## src/rtl/limtmr_pkg.sv

```systemverilog
package limtmr_pkg;
    parameter int unsigned WORD_W  = 32;
    parameter int unsigned FULL_W  = 64;
    parameter int unsigned UNIT_SH = 9;
    parameter int unsigned IDX_W   = 3;
    parameter int unsigned CNT_W   = FULL_W - UNIT_SH;
    parameter int unsigned SYS_W   = WORD_W - 1 - UNIT_SH;

    typedef logic [CNT_W-1:0] units_t;

    parameter units_t SYS_MAX_U = units_t'({SYS_W{1'b1}});
    parameter units_t USR_MAX_U = units_t'({(CNT_W-1){1'b1}});

    typedef enum logic [IDX_W-1:0] {
        IDX_BOUND = 3'd0,
        IDX_VALUE = 3'd1,
        IDX_SOFT  = 3'd2,
        IDX_RUN   = 3'd3,
        IDX_SEL   = 3'd4
    } reg_idx_e;

    typedef struct packed {
        units_t              cnt;
        units_t              lim;
        logic                reached;
        logic                irq;
        logic                running;
        logic                mode;
        logic [WORD_W-1:0]   rdata;
    } tmr_state_t;
endpackage

```

## src/rtl/limtmr_prescale.sv

```systemverilog
module limtmr_prescale #(
    parameter int unsigned DIV = 100
) (
    input  logic clk_i,
    input  logic rst_ni,
    input  logic en_i,
    input  logic clr_i,
    output logic tick_o
);
    localparam int unsigned PRE_W = (DIV > 1) ? $clog2(DIV) : 1;

    generate
        if (DIV <= 1) begin : g_direct
            logic unused_direct;
            assign unused_direct = ^{clk_i, rst_ni, clr_i};
            assign tick_o = en_i;
        end else begin : g_count
            localparam logic [PRE_W-1:0] PRE_LAST = PRE_W'(DIV - 1);
            logic [PRE_W-1:0] pre_d, pre_q;

            assign tick_o = en_i && (pre_q == PRE_LAST);

            always_comb begin
                pre_d = pre_q;
                if (clr_i) begin
                    pre_d = '0;
                end else if (tick_o) begin
                    pre_d = '0;
                end else if (en_i) begin
                    pre_d = pre_q + 1'b1;
                end
            end

            always_ff @(posedge clk_i) begin
                if (!rst_ni) begin
                    pre_q <= '0;
                end else begin
                    pre_q <= pre_d;
                end
            end
        end
    endgenerate
endmodule

```

## src/rtl/limtmr_bound_decode.sv

```systemverilog
module limtmr_bound_decode
    import limtmr_pkg::*;
(
    input  logic [SYS_W-1:0] field_i,
    output units_t           bound_o
);
    // A zero bound would never be reached in a useful way: substitute the maximum.
    assign bound_o = (field_i == '0) ? SYS_MAX_U : units_t'(field_i);
endmodule

```

## src/rtl/limtmr_rd_mux.sv

```systemverilog
module limtmr_rd_mux
    import limtmr_pkg::*;
(
    input  logic [IDX_W-1:0]  idx_i,
    input  logic              user_i,
    input  logic              running_i,
    input  logic              reached_i,
    input  units_t            cnt_i,
    input  logic [SYS_W-1:0]  lim_lo_i,
    output logic [WORD_W-1:0] word_o
);
    localparam int unsigned LO_W = WORD_W - UNIT_SH;

    always_comb begin
        word_o = '0;
        case (idx_i)
            IDX_BOUND: word_o = user_i ? cnt_i[CNT_W-1:LO_W]
                                       : {1'b0, lim_lo_i, {UNIT_SH{1'b0}}};
            IDX_VALUE: word_o = user_i ? {cnt_i[LO_W-1:0], {UNIT_SH{1'b0}}}
                                       : {reached_i, cnt_i[SYS_W-1:0], {UNIT_SH{1'b0}}};
            IDX_RUN:   word_o = {{(WORD_W-1){1'b0}}, running_i};
            IDX_SEL:   word_o = {{(WORD_W-1){1'b0}}, user_i};
            default:   word_o = '0;
        endcase
    end
endmodule

```

## src/rtl/limit_step_timer.sv

```systemverilog
module limit_step_timer
    import limtmr_pkg::*;
#(
    parameter int unsigned DIV = 100
) (
    input  logic                 clk_i,
    input  logic                 rst_ni,
    input  logic                 user_mode_i,
    input  logic                 wr_en_i,
    input  logic                 rd_en_i,
    input  logic [IDX_W+1:0]     addr_i,
    input  logic [WORD_W-1:0]    wdata_i,
    output logic [WORD_W-1:0]    rdata_o,
    output logic                 irq_o
);
    tmr_state_t st_d, st_q, st_rst;

    logic [IDX_W-1:0]  idx;
    logic              mode_flip;
    logic              restart;
    logic              tick;
    logic              wrap_hit;
    units_t            cnt_inc;
    units_t            wr_bound;
    logic [WORD_W-1:0] rd_word;
    logic              unused_bits;

    assign idx         = addr_i[IDX_W+1:2];
    assign unused_bits = ^{addr_i[1:0], wdata_i[WORD_W-1], wdata_i[UNIT_SH-1:1]};
    assign mode_flip   = (user_mode_i != st_q.mode);

    // Count and prescaler restart on a mode change, a system bound write,
    // or any user write to words 0/1.
    assign restart = mode_flip ||
                     (wr_en_i && (idx == IDX_BOUND)) ||
                     (wr_en_i && st_q.mode && (idx == IDX_VALUE));

    limtmr_prescale #(.DIV(DIV)) u_pre (
        .clk_i  (clk_i),
        .rst_ni (rst_ni),
        .en_i   (st_q.running),
        .clr_i  (restart),
        .tick_o (tick)
    );

    limtmr_bound_decode u_dec (
        .field_i (wdata_i[WORD_W-2:UNIT_SH]),
        .bound_o (wr_bound)
    );

    limtmr_rd_mux u_mux (
        .idx_i     (idx),
        .user_i    (st_q.mode),
        .running_i (st_q.running),
        .reached_i (st_q.reached),
        .cnt_i     (st_q.cnt),
        .lim_lo_i  (st_q.lim[SYS_W-1:0]),
        .word_o    (rd_word)
    );

    assign cnt_inc  = st_q.cnt + 1'b1;
    assign wrap_hit = tick && (cnt_inc >= st_q.lim);

    always_comb begin
        st_rst         = '0;
        st_rst.lim     = user_mode_i ? USR_MAX_U : SYS_MAX_U;
        st_rst.running = 1'b1;
        st_rst.mode    = user_mode_i;
    end

    always_comb begin
        st_d = st_q;

        if (rd_en_i) begin
            st_d.rdata = rd_word;
        end

        // Acknowledge by reading the bound (system mode only).
        if (rd_en_i && (idx == IDX_BOUND) && !st_q.mode) begin
            st_d.reached = 1'b0;
            st_d.irq     = 1'b0;
        end

        // Step; a wrap sets the flag after the acknowledge so the event is not lost.
        if (tick) begin
            if (wrap_hit) begin
                st_d.cnt = '0;
                if (!st_q.mode) begin
                    st_d.reached = 1'b1;
                    st_d.irq     = 1'b1;
                end
            end else begin
                st_d.cnt = cnt_inc;
            end
        end

        if (wr_en_i) begin
            case (idx)
                IDX_BOUND: begin
                    st_d.lim = st_q.mode ? USR_MAX_U : wr_bound;
                    st_d.cnt = '0;
                    st_d.irq = 1'b0;
                end
                IDX_VALUE: begin
                    if (st_q.mode) begin
                        st_d.lim = USR_MAX_U;
                        st_d.cnt = '0;
                        st_d.irq = 1'b0;
                    end
                end
                IDX_SOFT: begin
                    if (!st_q.mode) begin
                        st_d.lim = wr_bound;
                    end
                end
                IDX_RUN: begin
                    if (st_q.mode) begin
                        st_d.running = wdata_i[0];
                    end
                end
                default: ;
            endcase
        end

        if (mode_flip) begin
            st_d.mode    = user_mode_i;
            st_d.lim     = user_mode_i ? USR_MAX_U : SYS_MAX_U;
            st_d.cnt     = '0;
            st_d.running = 1'b1;
            st_d.reached = 1'b0;
            st_d.irq     = 1'b0;
        end
    end

    always_ff @(posedge clk_i) begin
        if (!rst_ni) begin
            st_q <= st_rst;
        end else begin
            st_q <= st_d;
        end
    end

    assign rdata_o = st_q.rdata;
    assign irq_o   = st_q.irq;
endmodule

```

## config.mk

```make
export PLATFORM = sky130hd
export DESIGN_NAME = limit_step_timer
export DESIGN_NICKNAME = d
export VERILOG_FILES = /design/src/rtl/limtmr_pkg.sv /design/src/rtl/limtmr_prescale.sv /design/src/rtl/limtmr_bound_decode.sv /design/src/rtl/limtmr_rd_mux.sv /design/src/rtl/limit_step_timer.sv
export SDC_FILE = /design/constraint.sdc
export NUM_CORES = 1
export LEC_CHECK = 0
export ABC_AREA = 0
export ABC_CLOCK_PERIOD_IN_PS = 4800
export BUFFER_PORTS_ARGS = -buffer_cell sky130_fd_sc_hd__buf_4
export CAP_MARGIN = 20
export CORE_MARGIN = 2
export CORE_UTILIZATION = 55
export DETAILED_ROUTE_END_ITERATION = 8
export GPL_ROUTABILITY_DRIVEN = 0
export GPL_TIMING_DRIVEN = 0
export HOLD_SLACK_MARGIN = 0.06
export PLACE_DENSITY = 0.75
export SYNTH_ARGS = -nofsm -noshare
export SYNTH_HDL_FRONTEND = slang
export SYNTH_SLANG_ARGS = --single-unit
```

## constraint.sdc

```tcl
create_clock -name clk_i -period 4.8 [get_ports clk_i]
set_input_delay 0.24 -clock clk_i [delete_from_list [all_inputs] [get_ports clk_i]]
set_output_delay 0.24 -clock clk_i [all_outputs]
set_load 0.1 [all_outputs]
```

### Word-level counts from Yosys, hierarchy flattened

Index checks and enable logic that the tools add are counted.

| word-level totals | value |
|---|---|
| register bits after elaboration | 153 |
| logic and storage cells | 64 |
| output and inout port bits | 33 |

| operators by class | value |
|---|---|
| reductions and logical operators | 16 |
| bitwise logic cells | 1 |
| equal/unequal tests | 11 |
| add/subtract/negate cells | 2 |
| mux-type cells | 25 |
| $lt $le $gt $ge | 1 |

Operators by type and width:

| operator | number |
|---|---|
| 110-bit two-way mux | 2 |
| 55-bit two-way mux | 4 |
| 55-bit one-hot mux with 3 select lines | 1 |
| 32-bit one-hot mux with 4 select lines | 1 |
| 55-bit one-hot mux with 2 select lines | 1 |
| 32-bit two-way mux | 3 |
| 91-bit two-way mux | 1 |
| 59-bit two-way mux | 1 |
| 55-bit by 1-bit adder with 55-bit output, second input constant | 1 |
| 55-bit greater-or-equal comparator | 1 |
| 54-bit two-way mux | 1 |
| 22-bit logical NOT | 1 |
| 22-bit two-way mux | 1 |
| 2-bit two-way mux | 5 |
| 4-bit != test, second input constant | 2 |
| 7-bit by 1-bit adder with 7-bit output, second input constant | 1 |
| 7-bit equality test, second input constant | 1 |
| 1-bit logical AND | 7 |
| 3-bit by 2-bit equality test with 1-bit output, second input constant | 2 |
| 5-bit by 1-bit != test with 1-bit output, second input constant | 1 |
| 4-bit AND reduction | 1 |
| 3-bit by 1-bit equality test with 1-bit output, second input constant | 1 |
| 3-bit equality test, second input constant | 1 |
| 3-bit logical NOT | 1 |
| 11 further kinds | 14 |

### Depth between registers and ports, before layout

| logic depth | value |
|---|---|
| depth after elaboration | 12 |
| mapped depth | 19 |

### Cells and area by module

A second synthesis with hierarchy kept.

| unflattened totals | value |
|---|---|
| cell total of the unflattened synthesis | 1137 |
| area total of the unflattened synthesis | 10133.5 µm² |

By module, submodules not included:

| module | instances | seq. area each (µm²) | area an instance (µm²) | cells an instance |
|---|---|---|---|---|
| limit_step_timer | 1 | 3483.3 | 8652.0 | 965 |
| limtmr_rd_mux | 1 | 0.0 | 600.6 | 69 |
| limtmr_bound_decode | 1 | 0.0 | 534.3 | 68 |
| limtmr_prescale | 1 | 140.1 | 346.6 | 35 |

### Worst setup path before layout

No wires, ideal clock.

| timing | value |
|---|---|
| kind | register -> register |
| from | register st_q[93] in the netlist's numbering |
| to | register st_q[124] in the netlist's numbering |
| arrival time | 3.979 ns |
| path buffers | 5 |
| data required time | 4.725 ns |
| stages on the path, launching flop included | 19 |
| slack | 0.746 ns |
| path through | dfxtp_1 > buf_4 > nand3_2 > or4_4 > buf_6 > or4_4 > buf_6 > or3_4 > xnor2_1 > ha_1 > a21o_1 > a21oi_1 > o21ai_0 > a21oi_1 > and4_1 > clkbuf_1 > clkbuf_1 > nand3_1 > a31oi_1 |

| on the way | value |
|---|---|
| cells in the longest elaborated chain, start to end | 8 |

Ends and longest elaborated chain:

| element | RTL line | source |
|---|---|---|
| from (decl) | limit_step_timer.sv:16 | `tmr_state_t st_d, st_q, st_rst;` |
| from (signal assigned) | limit_step_timer.sv:137 | `st_q <= st_rst;` |
| from (signal assigned) | limit_step_timer.sv:139 | `st_q <= st_d;` |
| 55-bit by 1-bit adder with 55-bit output (*) | limit_step_timer.sv:61 | `assign cnt_inc = st_q.cnt + 1'b1;` |
| 55-bit greater-or-equal comparator | limit_step_timer.sv:62 | `assign wrap_hit = tick && (cnt_inc >= st_q.lim);` |
| 1-bit logical AND | limit_step_timer.sv:62 |  |
| 55-bit two-way mux (*) | limit_step_timer.sv:86 | `if (wrap_hit) begin` |
| 55-bit two-way mux (*) | limit_step_timer.sv:85 | `if (tick) begin` |
| 110-bit two-way mux | limit_step_timer.sv:105 | `if (st_q.mode) begin` |
| 55-bit one-hot mux with 2 select lines | limit_step_timer.sv:98 | `case (idx)` |
| 110-bit two-way mux (*) | limit_step_timer.sv:97 | `if (wr_en_i) begin` |

Mark *: on every way between the ends. The rest lies on a longest branch, timed or not. The select of a mux whose other input is x is not followed.
A chain may end at the register's enable or synchronous reset.

### Worst setup path after layout

| timing | value |
|---|---|
| from | register st_q[91] in the netlist's numbering |
| to | register st_q[104] in the netlist's numbering |

Same word-level chain as after synthesis.

==> results by group <==
Outcome
  – Status: finished clean

Detailed routing
  – DR pass1 iterations: 6
  – Via density per instance: 5.836
  – Antenna Nets Post-Route: 0
  – Wirelength, routed: 23260 µm
  – Wirelength per Cell: 16.86 µm
  – Via Count: 8053
  – Initial DRC count: roughly 960
  – Post-route DRC violation count: 0

Final layout
  – Layout cells sized above 1: 14.43%
  – Commonest non-fill, non-tap cell in the layout: nor2_1
  – Area grow syn2layout: 18.04%
  – Most frequent cells in the layout: nor2_1, nand2_1, buf_4
  – Fin nets: 1278
  – # diodes: 0

Clock network
  – Cts bufs inserted: 17
  – CTS max path bufs: 2
  – Clk slew on worst S/H paths: around 60 ps
  – Htree depth: 4
  – Worst-Skew Late Latency: 430 ps
  – Clk sinks: between 100 and 150
  – CTS tree: done
  – Root Buffer Master: clkbuf_16

STA
  – Final Skew: 10.05 ps
  – Setup-failing EPs final: 0
  – Fin. max-slew vios: 0
  – RSZ-0062 raised after global routing: no
  – Setup TNS: 0 ps
  – Tmin final: 4614 ps
  – Worst Hold Slack: 124.5 ps
  – Slew headroom: 34.63%
  – Final hold violation count: 0
  – Worst-Margin Slew: 974.0 ps
  – Fmax: ~0.22 GHz
  – Final worst-path cycle share: 96.13%

Yosys
  – Top cells by area, synth: dfxtp_1, edfxtp_1, ha_1
  – Area leader, netlist: dfxtp_1
  – Syn nets: 1191
  – Seq/Total Area, Yosys: 31.89%
  – Post-synth ARST share: 0%
  – Syn Area/Cell: 7.646 µm²
  – Top_reg_cell synth: dfxtp_1
  – FF+latch count, synth: 121
  – Synth warn: 0
  – Mapped Cells: 1092
  – Post-synthesis cell area: 0.008349 mm²
  – Distinct cells, synth: 58
  – EDFF count, synth: 24
  – Top-area cell type share of the netlist area: between 20% and 30%

Global route
  – Vias in the first global route: between 7k and 8k
  – Grt total ovfl: 0
  – Initial antenna violation count: 0
  – Largest net degree at the start of global routing: 33
  – First-pass GRT wire length: around 37000 µm
  – GRT Total Usage: 29.18%

Floorplanning
  – Die Span Y: 127.2 µm
  – Die width: 127.2 µm
  – Core Footprint: 0.01503 mm²
  – Initial Utilization: a little under three fifths
  – Io pins: 75
  – Row count: 45
  – Die footprint: 0.01618 mm²

Power
  – Cell Pwr Density: 282.8 mW/mm²
  – Largest vdd supply drop: 0.2511 mV
  – P_leak: 0.003969 µW

Worst setup path
  – Worst EP required: 5110 ps
  – Startpoint Class: register
  – Crit path DAT: a little under 5000 ps
  – CP endpoint kind: register
  – CP Class: reg -> reg
  – Critical path fanouts, max: 10

Job
  – MaxCap Viol Count: 0

Place
  – Port bufs: 63
  – DP HPWL: 17460 µm

Worst hold path
  – Hold crit path type: in -> reg
==> stage by stage <==
step	std cells	utilization, %	power, µW	area, µm²	worst slack [ps]
2_1_floorplan	1092	-	1333	8349	745.8
3_3_place_gp	1343	60.25	1435	9057	-364.6
3_5_place_dp	1345	60.42	1446	9084	-371.7
4_1_cts	1378	64.96	2774	9766	13.28
5_1_grt	1380	65.56	2885	9856	10.22
6_report	1380	65.56	2787	9856	185.8
==> cells in the mapped netlist, types with 3 or more instances <==
library cell and instances:
nor3_1 26, buf_2 8, and3_1 7, a22oi_1 23, o21a_1 3, a21oi_1 42
xnor2_1 54, buf_1 4, nand3_1 52, or3_1 7, nand2_1 123, and4_1 6
a211oi_1 4, ha_1 57, a31oi_1 11, inv_1 56, o22ai_1 24, nor4_1 18
buf_4 33, dfxtp_1 97, xor2_1 35, or4_1 3, edfxtp_1 24, nor2b_1 24
and2_1 26, nand4_1 25, nor2_1 131, a21o_1 5, clkbuf_1 64, o21ai_0 63
==> report_power, final <==
part	internal, µW	total, µW	leakage, µW	switching, µW
combinational	120	361	0.00268	241
clock	847	1340	0.000291	495
sequential	1070	1080	0.000993	10.2
==> per-layer routing <==
layer	track usage (%)	vias to the layer above	share of wire, %
met3	5.528	47	8.4
met4	10.60	0	2.7
met1	38.45	3716	42
met2	47.98	381	47
li1	-	3909	-
met5	0	-	0
==> what timing repair did <==
action / CTS / global route
endpoints found under the setup margin: 56 / 54
hold endpoints to repair: 1 / 0
cloned: 0 / 0
setup buffers: 1 / 3
hold buffers: 1 / 0
pin swaps: 1 / 2
gates resized for setup: 10 / 13
==> cell families (layout without fill, tap and decap cells) <==
logic type | count (synthesis) | after routing | share of synthesized area, %
multiplexers | 5 | 5 | 0.6893
AND/OR/NAND/NOR | 462 | 462 | 26.57
adder cells (fa/ha/maj) | 57 | 57 | 8.542
buffers and inverters | 169 | 269 | 9.411
AO/OA/AOI/OAI | 189 | 189 | 13.56
flip-flops | 121 | 121 | 31.89
XOR/XNOR | 89 | 89 | 9.336
==> cell type report <==
| class | count | area, µm² |
|---|---|---|
| tap | 188 | 235.2 |
| clock inverter | 14 | 168.9 |
| buffer | 110 | 578.1 |
| fill | 1295 | 5177 |
| timing repair buffer | 71 | 563.0 |
| multi-input combinational | 802 | 4987 |
| sequential | 121 | 2663 |
| inverter | 56 | 210.2 |
| clock buffer | 18 | 450.4 |
==> state kept, by name, indices dropped and copies added (netlist names) <==
register / cells
u_pre.g_count.pre_q: 7
rdata_o: 32
irq_o: 1
st_q: 81
==> final timing paths <==
| check | from | endpoint | slack [ps] | cells past startpoint |
|---|---|---|---|---|
| hold reg to reg | st_q[35] | st_q[35] | 470 | 2 |
| setup reg to reg | st_q[91] | st_q[104] | 190 | 15 |
| hold / removal | user_mode_i | st_q[88] | 120 | 3 |
| setup / recovery | st_q[91] | st_q[104] | 190 | 15 |
==> critical path, cell delays in order, from the launching register on <==
cell and delay [ps]:
dfxtp_1 440, nand3_2 210, or4_4 560, buf_6 160, or4_4 520, buf_6 160
or3_4 400, xnor2_1 150, ha_1 310, nand4_1 110, nor4_2 410, o211ai_1 150
and4_2 310, o21bai_2 240, clkbuf_4 290, nor2_1 70
Note: power is estimated with default switching activity, not from simulation.
